File: config.mk
export PLATFORM = sky130hd
export DESIGN_NAME = hbridge_mode_dec
export DESIGN_NICKNAME = d
export VERILOG_FILES = /design/src/rtl/hbd_pkg.sv /design/src/rtl/hbd_wake.sv /design/src/rtl/hbd_mode_map.sv /design/src/rtl/hbd_leg.sv /design/src/rtl/hbridge_mode_dec.sv
export SDC_FILE = /design/constraint.sdc
export NUM_CORES = 1
export LEC_CHECK = 0
export BUFFER_PORTS_ARGS = -buffer_cell sky130_fd_sc_hd__buf_4
export CORE_ASPECT_RATIO = 1.1
export CORE_MARGIN = 2
export CORE_UTILIZATION = 40
export CTS_CLUSTER_SIZE = 20
export DETAILED_ROUTE_END_ITERATION = 10
export SYNTH_ARGS = -nofsm -noshare
export SYNTH_HDL_FRONTEND = slang
export SYNTH_SLANG_ARGS = --single-unit
File: constraint.sdc
create_clock -name clk -period 2.9 [get_ports clk]
set_input_delay 0.145 -clock clk [delete_from_list [all_inputs] [get_ports clk]]
set_output_delay 0.145 -clock clk [all_outputs]
set_load 0.1 [all_outputs]
File: src/rtl/hbd_pkg.sv
package hbd_pkg;
  typedef enum logic [1:0] {
    LEG_OFF = 2'b00,
    LEG_HI  = 2'b01,
    LEG_LO  = 2'b10
  } leg_e;
endpackage

File: src/rtl/hbd_wake.sv
module hbd_wake #(
  parameter int unsigned WAKE_CYC = 300000
) (
  input  logic clk,
  input  logic rst_n,
  input  logic sleep_n,
  output logic ready
);
  localparam int unsigned WW = $clog2(WAKE_CYC + 1);
  localparam logic [WW-1:0] LAST = WW'(WAKE_CYC - 1);
  localparam logic [WW-1:0] SAT  = WW'(WAKE_CYC);

  logic [WW-1:0] wk_cnt;

  // Counts cycles spent awake; sleeping restarts the settling window.
  always_ff @(posedge clk or negedge rst_n) begin
    if (!rst_n) begin
      wk_cnt <= '0;
      ready  <= 1'b0;
    end else if (!sleep_n) begin
      wk_cnt <= '0;
      ready  <= 1'b0;
    end else begin
      if (wk_cnt < SAT) wk_cnt <= wk_cnt + 1'b1;
      if (wk_cnt >= LAST) ready <= 1'b1;
    end
  end
endmodule

File: src/rtl/hbd_mode_map.sv
module hbd_mode_map
  import hbd_pkg::*;
(
  input  logic enable,
  input  logic dir_a,
  input  logic dir_b,
  input  logic chop_on,
  output leg_e req_a,
  output leg_e req_b
);
  always_comb begin
    req_a = LEG_OFF;
    req_b = LEG_OFF;
    if (enable) begin
      unique case ({dir_a, dir_b})
        2'b10: begin
          // forward; off-time rectifies through leg A low side
          req_a = chop_on ? LEG_HI : LEG_LO;
          req_b = LEG_LO;
        end
        2'b01: begin
          req_a = LEG_LO;
          req_b = chop_on ? LEG_HI : LEG_LO;
        end
        2'b11: begin
          req_a = LEG_LO;
          req_b = LEG_LO;
        end
        default: begin
          req_a = LEG_OFF;
          req_b = LEG_OFF;
        end
      endcase
    end
  end
endmodule

File: src/rtl/hbd_leg.sv
module hbd_leg
  import hbd_pkg::*;
#(
  parameter int unsigned DEAD_CYC = 100
) (
  input  logic clk,
  input  logic rst_n,
  input  leg_e req,
  output logic hi_en,
  output logic lo_en
);
  localparam int unsigned CW = $clog2(DEAD_CYC + 1);
  localparam logic [CW-1:0] GO  = CW'(DEAD_CYC - 1);
  localparam logic [CW-1:0] SAT = CW'(DEAD_CYC);

  leg_e          cur, nxt;
  logic [CW-1:0] idle_cnt;

  always_comb begin
    nxt = LEG_OFF;
    if (cur != LEG_OFF) begin
      // any change of request first drops the leg to off
      nxt = (req == cur) ? cur : LEG_OFF;
    end else if (req != LEG_OFF && idle_cnt >= GO) begin
      nxt = req;
    end
  end

  always_ff @(posedge clk or negedge rst_n) begin
    if (!rst_n) begin
      cur      <= LEG_OFF;
      idle_cnt <= SAT;
    end else begin
      cur <= nxt;
      if (cur != LEG_OFF) idle_cnt <= '0;
      else if (idle_cnt < SAT) idle_cnt <= idle_cnt + 1'b1;
    end
  end

  assign hi_en = (cur == LEG_HI);
  assign lo_en = (cur == LEG_LO);
endmodule

File: src/rtl/hbridge_mode_dec.sv
module hbridge_mode_dec
  import hbd_pkg::*;
#(
  parameter int unsigned DEAD_CYC = 100,
  parameter int unsigned WAKE_CYC = 300000
) (
  input  logic clk,
  input  logic rst_n,
  input  logic dir_a,
  input  logic dir_b,
  input  logic sleep_n,
  input  logic chop_on,
  input  logic over_temp,
  output logic hs_a,
  output logic hs_b,
  output logic ls_a,
  output logic ls_b,
  output logic ready
);
  localparam int unsigned NLEG = 2;

  leg_e       req [NLEG];
  logic [NLEG-1:0] hi_v, lo_v;
  logic       enable;

  hbd_wake #(.WAKE_CYC(WAKE_CYC)) u_wake (
    .clk     (clk),
    .rst_n   (rst_n),
    .sleep_n (sleep_n),
    .ready   (ready)
  );

  assign enable = ready && sleep_n && !over_temp;

  hbd_mode_map u_map (
    .enable  (enable),
    .dir_a   (dir_a),
    .dir_b   (dir_b),
    .chop_on (chop_on),
    .req_a   (req[0]),
    .req_b   (req[1])
  );

  for (genvar g = 0; g < NLEG; g++) begin : g_leg
    hbd_leg #(.DEAD_CYC(DEAD_CYC)) u_leg (
      .clk   (clk),
      .rst_n (rst_n),
      .req   (req[g]),
      .hi_en (hi_v[g]),
      .lo_en (lo_v[g])
    );
  end

  assign hs_a = hi_v[0];
  assign ls_a = lo_v[0];
  assign hs_b = hi_v[1];
  assign ls_b = lo_v[1];
endmodule

==> flow_metrics.py, run 1 <==
metrics = {
    "status": {
        "status": "finished, final reports clean",
    },
    "logic_synthesis": {
        "synth_top_flop_cell": "dfrtp_1",
        "syn_avg_cell_area_um2": 9.65,
        "netlist.top_cell.by_area": "dfrtp_1",
        "async_reset_ff_frac": 1.00,
        "ys_types": 45,
        "synthCells": 214,
        "synth_nets": 224,
        "synth_edf_count": 0,
        "yosys_warnings": 0,
        "synth.top_cell.area_share": 0.388,
        "synth-seq-cells": 38,
        "synthMostInstantiatedCell": "dfrtp_1",
        "seq_area_frac_synth": 0.464,
        "synth_commonest_cells": "dfrtp_1 (32), nor2_1 (23), nand2_1 (20)",
        "syn_area_um2": 2070,
        "yosys-top-cells-area": "dfrtp_1 (39%), dfstp_2 (7.6%), xor2_1 (4.7%)",
    },
    "die": {
        "die_x_um": 72.5,
        "pin_count": 12,
        "num_rows": 27,
        "die_y_um": 79.4,
        "fp.coreArea_um2": 5000,
        "die_area_um2": 5760,
        "initial_core_util": 0.413,
    },
    "worst_setup_path": {
        "critPathMaxFanout": 11,
        "worstPathRequired_ns": 3.10,
        "reg2reg_slack_ns": 0.81,
        "cp-endpoint": "u_wake.wk_cnt[12]$_DFFE_PN0P_",
        "r2r-start": "u_wake.wk_cnt[16]$_DFFE_PN0P_",
        "start_kind": "flip-flop",
        "critical_path_class": "flip-flop to flip-flop",
        "reg2reg_depth": 5,
        "end_kind": "flip-flop",
        "r2r_end": "u_wake.wk_cnt[12]$_DFFE_PN0P_",
        "crit_start": "u_wake.wk_cnt[16]$_DFFE_PN0P_",
        "cp.arrival_ns": 2.29,
    },
    "drt": {
        "drt_first_pass_iters": 4,
        "avgViaCountPerCell": 5.33,
        "remaining_drc_errors": 0,
        "wire_per_inst_um": 12.6,
        "num_vias": 1518,
        "drt_iter0_drc": 37,
        "finalWirelength_um": 3580,
        "final_antenna_net_count": 0,
    },
    "cts": {
        "clock_tree.buffer_depth": 2,
        "postCtsHoldBufs": 1,
        "ctsResizeCount": 0,
        "clock_latency_ns": 0.28,
        "numCtsBuffers": 5,
        "htreeDepth": 2,
        "root_buffer": "clkbuf_8",
        "cts_sinks": 38,
        "path_clk_slew_ns": 0.07,
        "post_cts_buffers": 0,
        "cts_tree": "done",
    },
    "timing": {
        "max_freq_mhz": 479,
        "period_minus_slack_ns": 2.09,
        "finClkSkew_ns": 0.00425,
        "min_period_over_period": 0.719,
        "slew_violations": 0,
        "finalSetupTns_ns": 0,
        "fin_hold_ws_ns": 0.184,
        "hold_violations": 0,
        "max_slew.worst_pin.slew_ns": 0.699,
        "maxSlewHeadroom": 0.526,
        "setup_viol": 0,
        "rsz0062_at_grt": "no",
    },
    "placed_design": {
        "port_buffers": 11,
        "dp_cells": 277,
        "hpwl_um": 2420,
        "place.gp.congestion": 0.789,
    },
    "layout": {
        "nNetsFinal": 237,
        "layoutNonFillerInstCount": 285,
        "area_growth_pct": 10.7,
        "layout-drive-gt1-share": 0.150,
        "num_antenna_cells": 0,
    },
    "power": {
        "peakVddDrop_mv": 0.221,
        "power.density_nw_per_um2": 400,
        "p_total_uw": 913,
        "p_leak_uw": 0.000913,
    },
    "min_path": {
        "hp-start": "dir_a",
        "worstHoldPathCells": 3,
        "hold_path_class": "primary input to flip-flop",
    },
    "global_route": {
        "track_usage": 0.133,
        "grt_max_degree": 39,
        "gr-total-overflow": 0,
        "antenna_found_initial": 0,
        "grt_pass1_wl_um": 6070,
        "grt_pass1_vias": 1399,
    },
    "run": {
        "max-cap-violations": 0,
    },
}
-- final cells by class --
| type | count | area (um^2) |
|---|---|---|
| clock inverters | 2 | 10.0 |
| clock buffers | 5 | 68.8 |
| flip-flops and latches | 38 | 958 |
| inverters | 3 | 11.3 |
| repair buffers | 12 | 92.6 |
| fillers | 477 | 2710 |
| multi-input cells | 167 | 1070 |
| well taps | 58 | 72.6 |
-- through the flow --
step	worst slack, ns	utilization	cell area (um^2)
after floorplan	1.01	-	2070
after global placement	0.890	0.439	2200
after detailed placement	0.772	0.439	2200
after CTS	0.782	0.457	2290
after global routing	0.673	0.457	2290
final	0.814	0.457	2290
-- placed cells by master, fill, tap and decap left out, types with 6 or more instances in the layout --
| master | Yosys | final |
|---|---|---|
| o31ai_1 | 6 | 6 |
| or3_1 | 8 | 8 |
| buf_4 | 0 | 11 |
| nand3_1 | 8 | 8 |
| nor2b_1 | 7 | 7 |
| o21ai_0 | 10 | 10 |
| nor2_1 | 23 | 23 |
| dfstp_2 | 6 | 6 |
| dfrtp_1 | 32 | 32 |
| nand2_1 | 20 | 20 |
| xor2_1 | 11 | 11 |
| a21oi_1 | 6 | 6 |
-- kinds of logic (layout without fill, tap and decap cells) --
family,count (synthesis),count (layout),synth area share
AOI/OAI and AO/OA,45,45,0.151
xor gates and xnor gates,16,16,0.0678
adders and majority gates,3,3,0.0182
buffers and inverters,9,22,0.0170
DFF,38,38,0.464
muxes,5,5,0.0242
and+or+nand+nor,98,98,0.257
-- power breakdown --
group          internal [uW]  switching (uW)  total, uW
Sequential               534            4.76        538
Clock                    161             176        337
Combinational           15.5            22.7       38.2
-- per-layer routing --
layer  GRT usage  wire length, um
met2       0.202             1580
met3      0.0429              120
met5           0                0
met4      0.0463               29
met1       0.178             1840
-- how the worst min path moves through the flow --
stage | endpoint | slack, ns
after floorplan | g_leg[0].u_leg.cur[0]$_DFFE_PN0P_ | -0.15
after global placement | g_leg[0].u_leg.idle_cnt[0]$_DFFE_PN0P_ | 0.14
after detailed placement | g_leg[0].u_leg.cur[1]$_DFFE_PN0P_ | 0.15
after CTS | g_leg[1].u_leg.cur[0]$_DFFE_PN0P_ | 0.17
after global routing | g_leg[1].u_leg.cur[0]$_DFFE_PN0P_ | 0.20
final | g_leg[1].u_leg.cur[0]$_DFFE_PN0P_ | 0.18
-- worst max-delay path, cell delays in order, from the launching register on --
cell and delay, ns:
dfrtp_1 0.43, nor4_4 0.32, a21o_2 0.21, o2111ai_1 0.35
or4_1 0.51, a21boi_0 0.18
-- flip-flops by register name (all words and copies together), names as in the netlist --
name and flops:
u_wake.ready 1, u_wake.wk_cnt 19, g_leg.u_leg.idle_cnt 14, g_leg.u_leg.cur 4
(Power assumes the default switching activity.)
==> run 2: changes to the inputs <==
==> constraint.sdc (replaced) <==
create_clock -name clk -period 1.95 [get_ports clk]
set_input_delay 0.0975 -clock clk [delete_from_list [all_inputs] [get_ports clk]]
set_output_delay 0.0975 -clock clk [all_outputs]
set_load 0.1 [all_outputs]
==> run 2 against run 1 <==
Against the previous run:
- critical path depth is 1 higher
- maximum frequency rose by 13%
- non-clock buffer count increased by 9
- worst hold slack worse by 0.050 ns
- count of clock-buffer cells in the layout is the same
- global-route usage is 1.1 points higher
- sequential share of layout area decreased by 2.4 points
- cell count increased by 3.2%
- combinational power increased by 58%
- clock skew shrank 0.00075 ns
- largest power group unchanged
==> flow_metrics.py, run 2 (synthesized netlist as in run 1, its figures left out) <==
metrics = {
    "min_path": {
        "hold_path_class": "primary input to flip-flop",
    },
    "timing": {
        "rsz0062_at_grt": "yes",
        "hold_violations": 0,
        "maxSlewHeadroom": 0.682,
        "setup_viol": 0,
        "period_minus_slack_ns": 1.84,
        "max_freq_mhz": 543,
        "max_slew.worst_pin.slew_ns": 0.477,
        "finalSetupTns_ns": 0,
        "min_period_over_period": 0.945,
        "slew_violations": 0,
        "finClkSkew_ns": 0.00350,
    },
    "layout": {
        "num_antenna_cells": 0,
        "nNetsFinal": 246,
        "n_fill_cell": 482,
        "area_growth_pct": 17.6,
        "final_common_cell": "dfrtp_1",
        "top_register": "u_wake.wk_cnt",
        "layout_common_cells": "dfrtp_1 (31), nor2_1 (23), nand2_1 (20), buf_4 (18), xor2_1 (11)",
        "largestRegisters": "u_wake.wk_cnt (19), g_leg.u_leg.idle_cnt (14), g_leg.u_leg.cur (4)",
        "fin_util": 0.486,
        "fin_area_um2": 2430,
        "layoutNonFillerInstCount": 294,
        "largest_register_ffs": 19,
        "layout-drive-gt1-share": 0.208,
    },
    "drt": {
        "wire_per_inst_um": 12.7,
        "drt_first_pass_iters": 4,
        "avgViaCountPerCell": 5.43,
        "drt_iter0_drc": 81,
        "remaining_drc_errors": 0,
        "finalWirelength_um": 3740,
        "num_vias": 1595,
        "final_antenna_net_count": 0,
    },
    "global_route": {
        "grt_max_degree": 39,
        "gr-total-overflow": 0,
        "track_usage": 0.144,
        "grt_pass1_vias": 1474,
        "grt_pass1_wl_um": 6620,
        "antenna_found_initial": 0,
    },
    "cts": {
        "root_buffer": "clkbuf_8",
        "cts_tree": "done",
        "post_cts_buffers": 0,
        "clock_latency_ns": 0.28,
        "cts_sinks": 38,
        "path_clk_slew_ns": 0.07,
        "htreeDepth": 2,
        "numCtsBuffers": 5,
        "clock_tree.buffer_depth": 2,
    },
    "status": {
        "status": "finished, final reports clean",
    },
    "worst_setup_path": {
        "worstPathRequired_ns": 2.15,
        "start_kind": "flip-flop",
        "cp.arrival_ns": 2.05,
        "reg2reg_slack_ns": 0.11,
        "crit_slowest_cell": "dfrtp_2",
        "critical_path_class": "flip-flop to flip-flop",
        "crit_path_max_incr_delay_ns": 0.44,
        "critPathMaxFanout": 7,
        "end_kind": "flip-flop",
        "crit_chain": "nor4_4 > a21o_2 > o2111ai_4 > buf_4 > or3_1 > a21boi_1",
    },
    "die": {
        "fp.coreArea_um2": 5000,
        "num_rows": 27,
        "die_x_um": 72.5,
        "die_y_um": 79.4,
        "initial_core_util": 0.413,
        "die_area_um2": 5760,
        "pin_count": 12,
    },
    "power": {
        "peakVddDrop_mv": 0.278,
        "p_leak_uw": 0.000999,
        "power.density_nw_per_um2": 561,
    },
    "placed_design": {
        "dp_cells": 286,
        "place.gp.congestion": 0.812,
        "placed_area_um2": 2260,
        "hpwl_um": 2580,
        "port_buffers": 11,
    },
    "run": {
        "max-cap-violations": 0,
    },
}
[run 2: cell types whose count changed in the layout (fill, tap and decap cells not counted), sizes merged]
cell,before,now
buf,11,20
[run 2: through the flow]
step | total power, uW | setup WS, ns | hold WS, ns
2_1_floorplan | 840 | 0.107 | -0.198
3_3_place_gp | 872 | 0.0598 | 0.0976
3_5_place_dp | 873 | -0.0114 | 0.0984
4_1_cts | 1390 | 0.0308 | 0.128
5_1_grt | 1430 | 0.000614 | 0.164
6_report | 1360 | 0.107 | 0.134
[run 2: cell type report]
| type | instances | area, um^2 | share of cell area |
|---|---|---|---|
| clock buffer | 5 | 68.8 | 0.0283 |
| inverter | 3 | 11.3 | 0.00463 |
| sequential | 38 | 960 | 0.395 |
| clock inverter | 2 | 10.0 | 0.00412 |
| timing repair buffer | 21 | 168 | 0.0690 |
| multi-input combinational | 167 | 1140 | 0.469 |
| tap | 58 | 72.6 | 0.0299 |
[run 2: worst max-delay path, delay by kind of cell (launching register included)]
family | cells | cell delay [ns]
and+or+nand+nor | 2 | 0.61
buffers and inverters | 1 | 0.19
AOI/OAI and AO/OA | 3 | 0.53
DFF | 1 | 0.44
[run 2: path summary, 6_finish.rpt]
path                                                        startpoint                                endpoint  cells past startpoint
worst max-delay path                     u_wake.wk_cnt[17]$_DFFE_PN0P_           u_wake.wk_cnt[14]$_DFFE_PN0P_                      6
worst min-delay path                                             dir_b       g_leg[0].u_leg.cur[0]$_DFFE_PN0P_                      3
worst max register to register           u_wake.wk_cnt[17]$_DFFE_PN0P_           u_wake.wk_cnt[14]$_DFFE_PN0P_                      6
worst min register to register  g_leg[1].u_leg.idle_cnt[6]$_DFFE_PN1P_  g_leg[1].u_leg.idle_cnt[6]$_DFFE_PN1P_                      2
max in group asynchronous                                        rst_n           u_wake.wk_cnt[17]$_DFFE_PN0P_                      2
min in group asynchronous                                        rst_n  g_leg[0].u_leg.idle_cnt[0]$_DFFE_PN0P_                      2
[run 2: timing repair]
action                                  in CTS  in global routing
hold endpoints to repair                    32                  0
pin swaps                                    0                  2
hold buffers                                 1                  0
endpoints found under the setup margin       1                 11
resized for setup                            1                 13
[run 2: report_power, final]
| part | total (uW) | internal [uW] | switching, uW |
|---|---|---|---|
| sequential | 800 | 793 | 6.43 |
| combinational | 60.2 | 23.9 | 36.4 |
| clock | 504 | 240 | 264 |
[run 2: metal layers]
metal | GRT usage | up-vias | share of wire
met1 | 0.198 | 761 | 0.50
li1 | - | 808 | -
met4 | 0.0444 | 0 | 0.014
met5 | 0 | - | 0
met2 | 0.223 | 21 | 0.46
met3 | 0.0379 | 5 | 0.031
==> run 3: changes to the inputs <==
--- a/config.mk
+++ b/config.mk
@@ -5,6 +5,7 @@
 export SDC_FILE = /design/constraint.sdc
 export NUM_CORES = 1
 export LEC_CHECK = 0
+export ABC_AREA = 1
 export BUFFER_PORTS_ARGS = -buffer_cell sky130_fd_sc_hd__buf_4
 export CORE_ASPECT_RATIO = 1.1
 export CORE_MARGIN = 2
==> run 3 against run 2 <==
Against the previous run:
- register-to-register slack better by 0.21 ns
- routed wire length up 28%
- sequential power about the same
- global-route usage up 2.3 points
- sequential share of layout area down 1.4 points
- power up 0.91%
- synthesized cell count up 49%
- area after synthesis up 10%
- non-clock buffer count down 9
- clock power up 4.4%
- combinational power down 15%
- largest power group unchanged
- highest routed layer unchanged
==> flow_metrics.py, run 3 <==
metrics = {
    "logic_synthesis": {
        "synth_top_family_by_area": "simple AND/OR/NAND/NOR gates",
        "synth-xor-area-share": 0.0578,
        "synth.top_cell.area_share": 0.352,
        "synthMostInstantiatedCell": "nand2_1",
        "yosys-top-cells-area": "dfrtp_1 (35%), nand2_1 (16%), nor2_1 (7.9%)",
        "seq_area_frac_synth": 0.422,
        "synth_nets": 329,
        "syn_avg_cell_area_um2": 7.13,
        "synth_top_flop_cell": "dfrtp_1",
        "synth-seq-cells": 38,
        "netlist.top_cell.by_area": "dfrtp_1",
        "synth_simple_gate_area_share": 0.358,
        "synth_edf_count": 0,
        "synth_commonest_cells": "nand2_1 (94), nor2_1 (48), nand3_1 (33)",
        "synth-compound-area-share": 0.0787,
        "synthMuxAreaShare": 0,
        "yosys_warnings": 0,
        "synth_fa_ha_area_frac": 0.0165,
        "async_reset_ff_frac": 1.00,
        "syn_area_um2": 2270,
        "synthCells": 319,
        "ys_types": 28,
    },
    "timing": {
        "hold_violations": 0,
        "min_period_over_period": 0.837,
        "fin_hold_ws_ns": 0.161,
        "max_slew.worst_pin.slew_ns": 0.491,
        "finClkSkew_ns": 0.00862,
        "slew_violations": 0,
        "period_minus_slack_ns": 1.63,
        "maxSlewHeadroom": 0.671,
        "max_freq_mhz": 613,
        "setup_viol": 0,
        "finalSetupTns_ns": 0,
        "fin_ws_ns": 0.319,
        "rsz0062_at_grt": "no",
    },
    "die": {
        "pin_count": 12,
        "die_x_um": 75.9,
        "fp.coreArea_um2": 5430,
        "initial_core_util": 0.419,
        "num_rows": 28,
        "die_y_um": 83.1,
        "die_area_um2": 6300,
    },
    "run": {
        "max-cap-violations": 0,
    },
    "placed_design": {
        "place.gp.congestion": 0.885,
        "dp_cells": 401,
        "port_buffers": 11,
        "hpwl_um": 3440,
        "pre_cts_slack_ns": 0.370,
    },
    "status": {
        "status": "finished, final reports clean",
    },
    "drt": {
        "drt_iter0_drc": 125,
        "finalWirelength_um": 4780,
        "remaining_drc_errors": 0,
        "num_vias": 1990,
        "final_antenna_net_count": 0,
        "avgViaCountPerCell": 4.85,
        "wire_per_inst_um": 11.7,
        "drt_first_pass_iters": 4,
    },
    "layout": {
        "largestRegisters": "u_wake.wk_cnt (19), g_leg.u_leg.idle_cnt (14), g_leg.u_leg.cur (4)",
        "nNetsFinal": 344,
        "layoutNonFillerInstCount": 410,
        "top_register": "u_wake.wk_cnt",
        "area_growth_pct": 10.6,
        "largest_register_ffs": 19,
        "layout_common_cells": "nand2_1 (94), nor2_1 (48), nand3_1 (33), dfrtp_1 (32), inv_1 (30)",
        "final_common_cell": "nand2_1",
        "num_antenna_cells": 0,
        "layout-drive-gt1-share": 0.0896,
        "n_fill_cell": 573,
    },
    "cts": {
        "cts_tree": "done",
        "numCtsBuffers": 5,
        "root_buffer": "clkbuf_8",
        "clock_tree.buffer_depth": 2,
        "htreeDepth": 2,
        "clock_latency_ns": 0.29,
        "path_clk_slew_ns": 0.07,
        "cts_sinks": 38,
        "post_cts_buffers": 0,
    },
    "global_route": {
        "grt_pass1_wl_um": 8310,
        "grt_max_degree": 39,
        "track_usage": 0.168,
        "grt_pass1_vias": 1893,
        "gr-total-overflow": 0,
        "antenna_found_initial": 0,
    },
    "power": {
        "internal_power_uw": 1060,
        "power_frac_comb": 0.037,
        "seqPwrFrac": 0.581,
        "pwr-share-clk": 0.382,
        "p_leak_uw": 0.00124,
        "p_sw_frac": 0.232,
        "peakVddDrop_mv": 0.391,
        "switching_power_uw": 319,
        "power.density_nw_per_um2": 547,
    },
    "worst_setup_path": {
        "worstPathRequired_ns": 2.18,
        "cp.arrival_ns": 1.86,
        "end_kind": "flip-flop",
        "start_kind": "flip-flop",
        "critPathMaxFanout": 6,
        "critical_path_class": "flip-flop to flip-flop",
    },
    "min_path": {
        "hold_path_class": "primary input to flip-flop",
    },
}
## run 3: cell type report
cell class / instances / area (um^2) / share of cell area
multi-input combinational: 245 / 1160 / 0.462
sequential: 38 / 958 / 0.381
inverter: 32 / 125 / 0.0498
tap: 75 / 93.8 / 0.0373
timing repair buffer: 12 / 92.6 / 0.0368
clock buffer: 6 / 72.6 / 0.0289
clock inverter: 2 / 10.0 / 0.00398
## run 3: kinds of logic (layout without fill, tap and decap cells)
kind of cell             after synthesis  count (layout)
AO/OA/AOI/OAI                         33              33
XOR/XNOR                              15              15
AND/OR/NAND/NOR                      194             194
adder cells (fa/ha/maj)                3               3
flip-flops                            38              38
buffers and inverters                 36              52
## run 3: routing by layer
metal	GRT usage	up-vias	part of all wire	wire [um]
met1	0.224	911	0.49	2340
li1	-	1055	-	-
met5	0	-	0	0
met2	0.268	18	0.48	2290
met4	0.0478	0	0.013	63
met3	0.0364	6	0.021	99
## run 3: power groups by stage
stage	combinational, uW	sequential, uW	clock (uW)
2_1_floorplan	17.9	813	0
3_3_place_gp	50.3	814	0
3_5_place_dp	51.1	814	0
4_1_cts	53.1	799	552
5_1_grt	58.8	800	583
6_report	51.1	800	526
## run 3: worst paths after layout
path | endpoint | slack, ns | start | depth (start not counted)
setup / recovery | u_wake.wk_cnt[16]$_DFFE_PN0P_ | 0.32 | u_wake.wk_cnt[0]$_DFFE_PN0P_ | 8
hold reg to reg | g_leg[1].u_leg.idle_cnt[0]$_DFFE_PN0P_ | 0.50 | g_leg[1].u_leg.idle_cnt[0]$_DFFE_PN0P_ | 1
setup reg to reg | u_wake.wk_cnt[16]$_DFFE_PN0P_ | 0.32 | u_wake.wk_cnt[0]$_DFFE_PN0P_ | 8
min in group asynchronous | u_wake.wk_cnt[8]$_DFFE_PN0P_ | 0.31 | rst_n | 2
hold / removal | u_wake.wk_cnt[16]$_DFFE_PN0P_ | 0.16 | sleep_n | 3
max in group asynchronous | g_leg[0].u_leg.idle_cnt[2]$_DFFE_PN1P_ | 1.27 | rst_n | 2
## run 3: timing repair
action                     4_1_cts  5_1_grt
hold buffers                     1        0
setup endpoints to repair        0        0
gates resized for setup          0        0
hold endpoints to repair        32        0
## run 3: per-stage QoR
stage	cell area, um^2	util	total power [uW]
after global routing	2510	0.463	1440
after CTS	2510	0.463	1400
final	2510	0.463	1380
after global placement	2420	0.446	864
after detailed placement	2420	0.446	865
after floorplan	2270	-	831
## run 3: critical path, stage by stage, from the launching register on
cell	delay, ns
dfrtp_1	0.43
ha_1	0.26
nand3_1	0.23
inv_1	0.14
nand2_1	0.10
nor2_1	0.14
xor2_1	0.15
nand3_1	0.08
nand2_1	0.06
